==> config.mk <==
export PLATFORM = sky130hd
export DESIGN_NAME = cos_irq_gen
export DESIGN_NICKNAME = d
export VERILOG_FILES = /design/src/rtl/cos_pkg.sv /design/src/rtl/cos_ref_bank.sv /design/src/rtl/cos_flag_merge.sv /design/src/rtl/cos_irq_gen.sv
export SDC_FILE = /design/constraint.sdc
export NUM_CORES = 1
export LEC_CHECK = 0
export ABC_AREA = 1
export ABC_CLOCK_PERIOD_IN_PS = 2200
export BUFFER_PORTS_ARGS = -buffer_cell sky130_fd_sc_hd__buf_2
export CAP_MARGIN = 10
export CORE_UTILIZATION = 47
export CTS_CLUSTER_SIZE = 20
export DETAILED_ROUTE_END_ITERATION = 6
export PLACE_DENSITY = 0.88
export SYNTH_ARGS = -nofsm -noshare
export SYNTH_HDL_FRONTEND = slang
export SYNTH_SLANG_ARGS = --single-unit
==> constraint.sdc <==
create_clock -name clk -period 2.2 [get_ports clk]
set_input_delay 0.11 -clock clk [delete_from_list [all_inputs] [get_ports clk]]
set_output_delay 0.11 -clock clk [all_outputs]
set_load 0.01 [all_outputs]
==> src/rtl/cos_pkg.sv <==
`timescale 1ns/1ps
package cos_pkg;
  // direction encoding of one port
  typedef enum logic {DIR_OUT = 1'b0, DIR_IN = 1'b1} port_dir_e;

  // one port is live when it moved, is an input and is not masked
  function automatic logic port_live(input logic lvl, input logic held,
                                     input logic dir_b, input logic msk_b);
    return (lvl ^ held) & (port_dir_e'(dir_b) == DIR_IN) & ~msk_b;
  endfunction
endpackage

==> src/rtl/cos_ref_bank.sv <==
`timescale 1ns/1ps
module cos_ref_bank #(
  parameter int PORTS = 16
) (
  input  logic             clk,
  input  logic             rst,
  input  logic [PORTS-1:0] pin_lvl,
  input  logic             rd_ack,
  output logic [PORTS-1:0] ref_lvl
);
  // per-port acknowledged level; reset and read pulse both capture the pin
  for (genvar g = 0; g < PORTS; g++) begin : g_ref
    always_ff @(posedge clk) begin
      if (rst || rd_ack) ref_lvl[g] <= pin_lvl[g];
    end
  end

  a_r6_ack_loads: assert property (@(posedge clk) disable iff (rst)
    rd_ack |=> ref_lvl == $past(pin_lvl));
  a_r6_hold: assert property (@(posedge clk) disable iff (rst)
    !rd_ack |=> $stable(ref_lvl));
endmodule

==> src/rtl/cos_flag_merge.sv <==
`timescale 1ns/1ps
module cos_flag_merge #(
  parameter int PORTS = 16
) (
  input  logic             clk,
  input  logic             rst,
  input  logic [PORTS-1:0] live,
  output logic             irq_n
);
  logic any_live;
  assign any_live = |live;

  always_ff @(posedge clk) begin
    if (rst) irq_n <= 1'b1;
    else     irq_n <= ~any_live;
  end

  a_r2_fall_cause: assert property (@(posedge clk) disable iff (rst)
    $fell(irq_n) |-> $past(any_live));
endmodule

==> src/rtl/cos_irq_gen.sv <==
`timescale 1ns/1ps
module cos_irq_gen #(
  parameter int PORTS = 16
) (
  input  logic             clk,
  input  logic             rst,
  input  logic [PORTS-1:0] pin_lvl,
  input  logic [PORTS-1:0] dir_in,
  input  logic [PORTS-1:0] irq_mask,
  input  logic             rd_ack,
  output logic             irq_n
);
  import cos_pkg::*;

  logic [PORTS-1:0] ref_lvl;
  logic [PORTS-1:0] raw_diff;   // ungated mismatch, for assertions
  logic [PORTS-1:0] live;

  cos_ref_bank #(.PORTS(PORTS)) u_ref (
    .clk(clk), .rst(rst), .pin_lvl(pin_lvl), .rd_ack(rd_ack), .ref_lvl(ref_lvl)
  );

  assign raw_diff = pin_lvl ^ ref_lvl;

  for (genvar g = 0; g < PORTS; g++) begin : g_live
    assign live[g] = port_live(pin_lvl[g], ref_lvl[g], dir_in[g], irq_mask[g]);
  end

  cos_flag_merge #(.PORTS(PORTS)) u_merge (
    .clk(clk), .rst(rst), .live(live), .irq_n(irq_n)
  );

  a_r3_out_quiet: assert property (@(posedge clk) disable iff (rst)
    (dir_in == '0) |=> irq_n);
  a_r4_mask_quiet: assert property (@(posedge clk) disable iff (rst)
    (irq_mask == '1) |=> irq_n);
  a_r9_idle: assert property (@(posedge clk) disable iff (rst)
    (raw_diff == '0) |=> irq_n);
endmodule

==> metrics.cfg, run 1 <==
[power]
power.density_cell_area_mw_per_mm2=532.9
p_sw_share_pct=25.09
vdd_ir_drop_max_uv=397.3
share_clk_of_total_power_pct=23.7
power.share.sequential_pct=57.7
total_power_uw=694.1
comb_power_share_pct=18.6
cellLeakagePower_uw=0.0007816
netSwitchingPower_uw=174.1
power_internal_uw=519.9

[cts]
clkTransAtPathRegs_ps=90
htree_num_levels=1
clkSinkCount=17
clock_tree_buffer_depth=2
cts.repair.resized=0
cts_tree=built
clock_insertion_delay_worst_skew_ps=280
cts_inserted_buffers=3
cts.root.buffer_cell=clkbuf_4
cts_hold_buffers=0
post_cts_buffers=0

[worst_setup_path]
cp-end-kind=flip-flop
r2r_slack_ps=1170
cpLargestDelayFamily=flip-flops
arrival_ps=1250
critical_path.max_fanout=2
crit_path_cells=inv_1, nand2_1, nand3_1, nand2_1, nor2_1, nand2_1, o21ai_2
critPathMaxStageDelay_ps=410
reg2regPathDepth=7
criticalPathCategory=reg -> reg
crit-reg2reg-launch=u_ref.ref_lvl[0]
timing.critical_path.required_ps=2430
slowest_stage=edfxtp_1
worstPathBufferInverterCount=1
regToRegEndpoint=u_merge.irq_n
cp_launch_type=flip-flop
cp_common_cell=nand2_1

[sta]
finClkSkew_ps=2.472
final-hold-violation-count=0
timing.setup.tns_ps=0
final-max-slew-violation-count=0
slew-limit-headroom_pct=73.74
rsz0062_at_grt=no
max_clock_freq_mhz=974.8
worst_pin_slew_ps=393.9
timing.final.setup_violations=0
setup_slack_ps=1174
min_period_ps=1026
min_period_over_period_pct=46.63

[flow_run]
cap_violations=0

[die]
core_region_area_mm2=0.001962
io_pins=52
start_util_pct=50.32
die_y_um=47.83
die-width_um=47.83
die_area_mm2=0.002288
std_cell_rows=16

[synth]
per_instance_average_area_after_synthesis_um2=7.206
synthCells=137
largest_cells_by_area_after_synthesis=edfxtp_1 49%, inv_1 16%, nand2_1 14%
synth.net_count=188
synth_largest_type_area_fraction_pct=48.67
synth-seq-area-share_pct=50.70
synth-seq-cells=17
synth_cell_types=10
synth.cell_area_um2=987.2
most_area_hungry_cell_type_in_the_yosys_netlist=edfxtp_1
ys.warnings.count=0

[grt]
grt_use_total_pct=19.89
grt_max_degree=17
grt_overflow_total=0
number_of_antenna_violations_at_the_first_check_in_global_routing=0
global_route_wire_length_before_repair_um=3118
via_count_of_the_first_global_routing_pass=875

[finish]
layout.area.seq_um2=500.5
fillerInstances=190
multi_input_comb_area_um2=332.8
finish.utilization_pct=66.39
antenna_cells=0
post_route_cells_drive_above_1_share_pct=29.17
flow.area_growth_from_synthesis_pct=31.94
finalInstanceArea_mm2=0.001303
nets=244

[placement]
buffer_ports.inserted=51
dp_slack_ps=1189
place_congestion=0.6452
dp_hpwl_um=1707
detailed_place.area_mm2=0.001276

[detailed_routing]
routed-via-count=962
finalWirelength_um=2065
post_drt_via_cell_ratio=4.393
detail_route.drc_violations=0
routed_wire_length_per_instance_um=9.429
first_pass_iters=4
drt-initial-drc-count=11
ant_nets=0

[hold_path]
min_path_cells=3
hold_class=in -> reg
hold_path_startpoint=rst
hold_critical_path_endpoint=u_merge.irq_n

[outcome]
outcome=finished clean

## worst min-delay path, delay by kind of cell
kind	cells	cell delay, ps
AO/OA/AOI/OAI	1	40
buffers and inverters	2	120
## per-layer routing
metal | global-route usage, % | share of wire (%)
met1 | 20.39 | 41
met2 | 38.92 | 54
met4 | 11.67 | 1.9
met3 | 1.132 | 3.2
met5 | 0 | 0
## cell usage after synthesis
library cell and number:
dfxtp_1 1, edfxtp_1 16, inv_1 41, nand2_1 37, nand3_1 13, nand3b_1 3, nor2_1 23, o21ai_0 1
o21ai_2 1, or2_2 1
## through the flow
step	hold slack (ps)	std cells
2_1_floorplan	202.4	137
3_3_place_gp	305.6	215
3_5_place_dp	309.3	215
4_1_cts	10.52	219
5_1_grt	19.94	219
6_report	21.34	219
## worst max-delay path by stage
stage / endpoint / depth (start not counted) / startpoint / slack [ps]
final: u_merge.irq_n / 7 / u_ref.ref_lvl[0] / 1170
after CTS: u_merge.irq_n / 7 / u_ref.ref_lvl[7] / 1170
after detailed placement: u_merge.irq_n / 6 / u_ref.ref_lvl[9] / 1190
after global placement: u_merge.irq_n / 6 / u_ref.ref_lvl[14] / 1230
after global routing: u_merge.irq_n / 6 / u_ref.ref_lvl[13] / 1040
after floorplan: u_merge.irq_n / 7 / u_ref.ref_lvl[7] / 1310
## power groups by stage
stage	combinational (µW)	sequential, µW	clock [µW]
5_1_grt	150	404	180
3_3_place_gp	122	406	0
4_1_cts	131	400	172
3_5_place_dp	130	408	0
6_report	129	400	165
2_1_floorplan	65.4	405	0
## logic make-up after synthesis
logic type             count (synthesis)  synth area share [%]
AND/OR/NAND/NOR                       77                 32.32
flip-flops                            17                 50.70
buffers and inverters                 41                 15.59
AO/OA/AOI/OAI                          2                 1.394
## registers in the layout, indices dropped and copies added, names as in the netlist
signal / count
u_merge.irq_n: 1
u_ref.ref_lvl: 16
## placed cells by master (no fill, tap or decap)
master | Yosys | routed
buf_2 | 0 | 51
o21ai_0 | 1 | 1
nand2_1 | 37 | 37
nor2_1 | 23 | 23
or2_2 | 1 | 1
nand3_1 | 13 | 13
o21ai_2 | 1 | 1
dfxtp_1 | 1 | 1
inv_1 | 41 | 41
edfxtp_1 | 16 | 16
nand3b_1 | 3 | 3
clkbuf_4 | 0 | 3
clkbuf_1 | 0 | 1
## final cells by class
cell class / count / share of cell area, %
well taps: 27 / 2.594
flip-flops and latches: 17 / 38.42
clock buffers: 4 / 2.017
repair buffers: 51 / 19.60
multi-input cells: 79 / 25.55
inverters: 41 / 11.82
No activity file was read; power rests on OpenSTA's default activity.
==> inputs of run 2 (changes only) <==
ABC_CLOCK_PERIOD_IN_PS = 990   (was 2200)
CORE_UTILIZATION = 44   (was 47)
PLACE_DENSITY = 0.83   (was 0.88)
clock period = 0.99 ns   (was 2.2 ns; I/O delays follow)
==> run 2 against run 1 <==
Effect of this change:
- the run now ends with setup timing left
- fmax down 3.4%
- sequential cell count unchanged
- power is 130% higher
- wire length rose by 8.0%
- setup slack got worse by 1200 ps
- sequential power rose by 120%
- critical path depth shrank 1
- clock skew down 1.1 ps
- design area up 13%
- utilization up 6.0 points
- via count grew 6.2%
- highest routed layer unchanged
==> metrics.cfg, run 2 (synthesized netlist as in run 1, its figures left out) <==
[grt]
via_count_of_the_first_global_routing_pass=965  ; +10%
number_of_antenna_violations_at_the_first_check_in_global_routing=0  ; unchanged
global_route_wire_length_before_repair_um=3650  ; +17%
grt_max_degree=17  ; unchanged
grt_use_total_pct=20.00  ; +0.11 points
grt_overflow_total=0  ; unchanged

[finish]
highest_count_cells_in_the_layout_ignoring_fill_and_taps=51 x buf_2, 41 x inv_1, 37 x nand2_1
largest_registers=u_ref.ref_lvl (16), u_merge.irq_n (1)
post_layout_nonfiller_instances=236  ; +7.8%
top_register=u_ref.ref_lvl
mostFrequentLayoutCell=buf_2
largest_reg_flops=16  ; unchanged
nets=261  ; +7.0%
flow.area_growth_from_synthesis_pct=49.68
finish.utilization_pct=72.37  ; +6.0 points
post_route_cells_drive_above_1_share_pct=27.27  ; -1.9 points
antenna_cells=0  ; unchanged

[sta]
min_period_over_period_pct=107.3  ; +61 points
slew-limit-headroom_pct=73.70  ; about the same
final-max-slew-violation-count=0  ; unchanged
setup_slack_ps=-72.00  ; -1246 ps
rsz0062_at_grt=yes
min_period_ps=1062  ; +36.18 ps
max_clock_freq_mhz=941.6  ; -3.4%
timing.setup.tns_ps=-72.00  ; -72.00 ps
timing.final.setup_violations=1  ; +1
final-hold-violation-count=0  ; unchanged
worst_pin_slew_ps=394.5  ; +0.5803 ps
finClkSkew_ps=1.373  ; -1.100 ps

[worst_setup_path]
critPathCapture=u_merge.irq_n
timing.critical_path.required_ps=1220  ; -1210 ps
cp-end-kind=flip-flop
critical_path.max_fanout=2  ; unchanged
regToRegEndpoint=u_merge.irq_n
criticalPathCategory=reg -> reg
reg2regPathDepth=6  ; -1
crit-reg2reg-launch=u_ref.ref_lvl[13]
cp_launch_type=flip-flop
arrival_ps=1290  ; +40 ps
startpoint=u_ref.ref_lvl[13]
r2r_slack_ps=-70  ; -1250 ps

[placement]
total_instance_count_after_detailed_placement=215  ; unchanged
buffer_ports.inserted=51  ; unchanged
dp_hpwl_um=1600  ; -6.3%
place_congestion=0.6329  ; -1.9%
dp_slack_ps=2.872  ; -1186 ps

[cts]
cts_inserted_buffers=3  ; unchanged
clkTransAtPathRegs_ps=100  ; about the same
cts.root.buffer_cell=clkbuf_4
cts_tree=built
clock_tree_buffer_depth=2  ; unchanged
htree_num_levels=1  ; unchanged
clock_insertion_delay_worst_skew_ps=280  ; about the same
clkSinkCount=17  ; unchanged

[power]
power.density_cell_area_mw_per_mm2=1085  ; +100%
total_power_uw=1604  ; +130%
cellLeakagePower_uw=0.0008615  ; +10%
vdd_ir_drop_max_uv=745.6  ; +88%

[detailed_routing]
drt-initial-drc-count=17  ; +6
first_pass_iters=4  ; unchanged
finalWirelength_um=2230  ; +8.0%
post_drt_via_cell_ratio=4.331  ; -1.4%
detail_route.drc_violations=0  ; unchanged
routed_wire_length_per_instance_um=9.449  ; +0.21%
ant_nets=0  ; unchanged
routed-via-count=1022  ; +6.2%

[die]
std_cell_rows=16  ; unchanged
die_area_mm2=0.002437  ; +6.5%
start_util_pct=48.35  ; -2.0 points
die-width_um=49.37  ; +3.2%
io_pins=52  ; unchanged
core_region_area_mm2=0.002042  ; +4.1%
die_y_um=49.37  ; +3.2%

[outcome]
failed_checks=setup timing
outcome=complete, but fails checks

[flow_run]
cap_violations=0  ; unchanged

[hold_path]
hold_class=in -> reg

## run 2: layout make-up
type	count	area, µm²
Sequential cell	17	500.5
Fill cell	180	564.3
Timing Repair Buffer	68	427.9
Clock buffer	4	26.28
Inverter	41	153.9
Tap cell	27	33.78
Multi-Input combinational cell	79	335.3
## run 2: worst min path at each step
| stage | from | end | slack [ps] | depth (start not counted) |
|---|---|---|---|---|
| global placement | rst | u_merge.irq_n | 240 | 3 |
| finish | pin_lvl[13] | u_ref.ref_lvl[13] | 160 | 2 |
| global route | pin_lvl[13] | u_ref.ref_lvl[13] | 170 | 2 |
| CTS | dir_in[9] | u_merge.irq_n | 230 | 6 |
| floorplan | rst | u_merge.irq_n | 140 | 2 |
| detailed placement | rst | u_merge.irq_n | 250 | 3 |
## run 2: metal layers
| layer | wire [µm] | GRT usage [%] |
|---|---|---|
| met1 | 917 | 20.59 |
| met2 | 1189 | 39.27 |
| met3 | 113 | 2.492 |
| met4 | 10 | 8.824 |
| met5 | 0 | 0 |
## run 2: timing repair
action                                  CTS  global route
resized for setup                         1             2
pin swaps                                 2             2
endpoints found under the setup margin    1             1
hold buffers                             17             0
endpoints found under the hold margin    17             0
buffers inserted                          0             0
## run 2: worst max-delay path, cell delays in order, from the launching register on
cell      delay, ps
edfxtp_1        420
nor2_2          110
nand3b_1        130
nand2_1          70
nor2_1          100
nand2_1          80
o21ai_2         100
## run 2: power breakdown
part | switching [µW] | internal (µW) | total [µW]
registers | 32.2 | 859 | 891
logic | 159 | 186 | 345
clock network | 211 | 156 | 368
## run 2: per-stage QoR
| stage | hold slack [ps] | area, µm² |
|---|---|---|
| after global placement | 241.7 | 1276 |
| after floorplan | 141.9 | 987.2 |
| after detailed placement | 251.7 | 1276 |
| after global routing | 169.8 | 1478 |
| final | 155.5 | 1478 |
| after CTS | 234.4 | 1473 |
==> inputs of run 3 (changes only) <==
ABC_CLOCK_PERIOD_IN_PS = 1170   (was 990)
CORE_UTILIZATION = 25   (was 44)
PLACE_DENSITY = 0.55   (was 0.83)
clock period = 1.17 ns   (was 0.99 ns; I/O delays follow)
==> run 3 against run 2 <==
Effect of this change:
- the flow now finishes without violations
- sequential share of layout area grew 3.3 points
- critical path depth up 1
- wire length fell by 19%
- highest routed layer unchanged
- global-route usage is 11 points lower
- largest power group unchanged
- setup slack improved by 240 ps
- hold slack got worse by 150 ps
- sequential power down 16%
- critical path type unchanged
- first-iteration DRC count up 5.9%
==> metrics.cfg, run 3 (synthesized netlist as in run 1, its figures left out) <==
[outcome]
outcome=finished clean

[detailed_routing]
finalWirelength_um=1804  ; -19%
first_pass_iters=4  ; unchanged
detail_route.drc_violations=0  ; unchanged
routed-via-count=908  ; -11%
drt-initial-drc-count=18  ; +1
ant_nets=0  ; unchanged
routed_wire_length_per_instance_um=7.517  ; -20%
post_drt_via_cell_ratio=3.783  ; -13%

[power]
power.density_cell_area_mw_per_mm2=1057  ; -2.6%
cellLeakagePower_uw=0.0007893  ; -8.4%
vdd_ir_drop_max_uv=479.7  ; -36%

[finish]
mostFrequentLayoutCell=buf_2
largest_reg_flops=16  ; unchanged
finish.utilization_pct=36.26  ; -36 points
nets=244  ; -6.5%
post_layout_nonfiller_instances=240  ; +1.7%
antenna_cells=0  ; unchanged
highest_count_cells_in_the_layout_ignoring_fill_and_taps=51 x buf_2, 41 x inv_1, 37 x nand2_1
top_register=u_ref.ref_lvl
largest_registers=u_ref.ref_lvl (16), u_merge.irq_n (1)
post_route_cells_drive_above_1_share_pct=29.17  ; +1.9 points
flow.area_growth_from_synthesis_pct=36.50

[placement]
total_instance_count_after_detailed_placement=236  ; +9.8%
place_congestion=0.6260  ; -1.1%
dp_hpwl_um=1476  ; -7.7%
buffer_ports.inserted=51  ; unchanged

[sta]
worst_hold_slack_ps=6.452  ; -149.1 ps
worst_pin_slew_ps=411.1  ; +16.65 ps
slew-limit-headroom_pct=72.59  ; -1.1 points
timing.final.setup_violations=0  ; -1
finClkSkew_ps=0.8806  ; -0.4920 ps
timing.setup.tns_ps=0  ; +72.00 ps
max_clock_freq_mhz=1002  ; +6.5%
final-max-slew-violation-count=0  ; unchanged
min_period_over_period_pct=85.26  ; -22 points
min_period_ps=997.6  ; -64.42 ps
final-hold-violation-count=0  ; unchanged
rsz0062_at_grt=no

[cts]
clkTransAtPathRegs_ps=70  ; -30 ps
cts_hold_buffers=0  ; -17
cts_tree=built
cts.repair.resized=0  ; -1
clock_tree_buffer_depth=2  ; unchanged
post_cts_buffers=0  ; unchanged
cts_inserted_buffers=3  ; unchanged
cts.root.buffer_cell=clkbuf_8
clock_insertion_delay_worst_skew_ps=250  ; -30 ps
htree_num_levels=1  ; unchanged
clkSinkCount=17  ; unchanged

[worst_setup_path]
cp-end-kind=flip-flop
cp_common_cell=nand2_1
crit_path_cells=inv_1, nand2_1, nand3_1, o21ai_0, nor2_1, nand2_1, o21ai_2
arrival_ps=1190  ; -100 ps
critical_path.max_fanout=2  ; unchanged
critPathMaxStageDelay_ps=390  ; -30 ps
cpLargestDelayFamily=flip-flops
timing.critical_path.required_ps=1360  ; +140 ps
slowest_stage=edfxtp_1
cp_launch_type=flip-flop
worstPathBufferInverterCount=1  ; +1
criticalPathCategory=reg -> reg

[grt]
grt_overflow_total=0  ; unchanged
grt_max_degree=17  ; unchanged
grt_use_total_pct=9.375  ; -11 points
via_count_of_the_first_global_routing_pass=759  ; -21%
number_of_antenna_violations_at_the_first_check_in_global_routing=0  ; unchanged
global_route_wire_length_before_repair_um=2946  ; -19%

[hold_path]
hold_class=in -> reg

[die]
die_area_mm2=0.004204  ; +73%
io_pins=52  ; unchanged
core_region_area_mm2=0.003716  ; +82%
start_util_pct=26.57  ; -22 points
die-width_um=64.84  ; +31%
die_y_um=64.84  ; +31%
std_cell_rows=22  ; +6

[flow_run]
cap_violations=0  ; unchanged

run 3: metrics by stage:
stage                     total power, µW  worst slack (ps)  cell area (µm²)
after floorplan                     883.9             279.3            987.2
after global placement               1000             182.3             1303
after detailed placement             1007             166.9             1303
after CTS                            1450             152.2             1348
after global routing                 1506             46.33             1348
final                                1425             172.4             1348
run 3: final timing paths:
path / slack [ps] / depth (start not counted) / start / to
setup reg to reg: 170 / 7 / u_ref.ref_lvl[8] / u_merge.irq_n
setup / recovery: 170 / 7 / u_ref.ref_lvl[8] / u_merge.irq_n
hold / removal: 6 / 3 / rst / u_merge.irq_n
hold reg to reg: 740 / 7 / u_ref.ref_lvl[4] / u_merge.irq_n
run 3: power breakdown:
part,internal [µW],switching (µW)
sequential,727,23.1
clock,241,196
combinational,119,119
total,1090,338
run 3: worst min-delay path: cells and delay by family:
kind,cells,cell delay [ps]
compound gates,1,40
buf+inv,2,130
run 3: routing by layer:
metal | GRT usage (%) | routed length (µm) | vias up
li1 | - | - | 513
met1 | 10.98 | 886 | 364
met2 | 15.76 | 776 | 29
met3 | 1.585 | 125 | 2
met4 | 5.833 | 14 | 0
met5 | 0 | 0 | -
run 3: layout make-up:
type,count,area [µm²]
inverter,41,153.9
fill,418,2369
tap,48,60.06
multi-input combinational,79,332.8
clock buffer,4,45.04
sequential,17,500.5
timing repair buffer,51,255.2
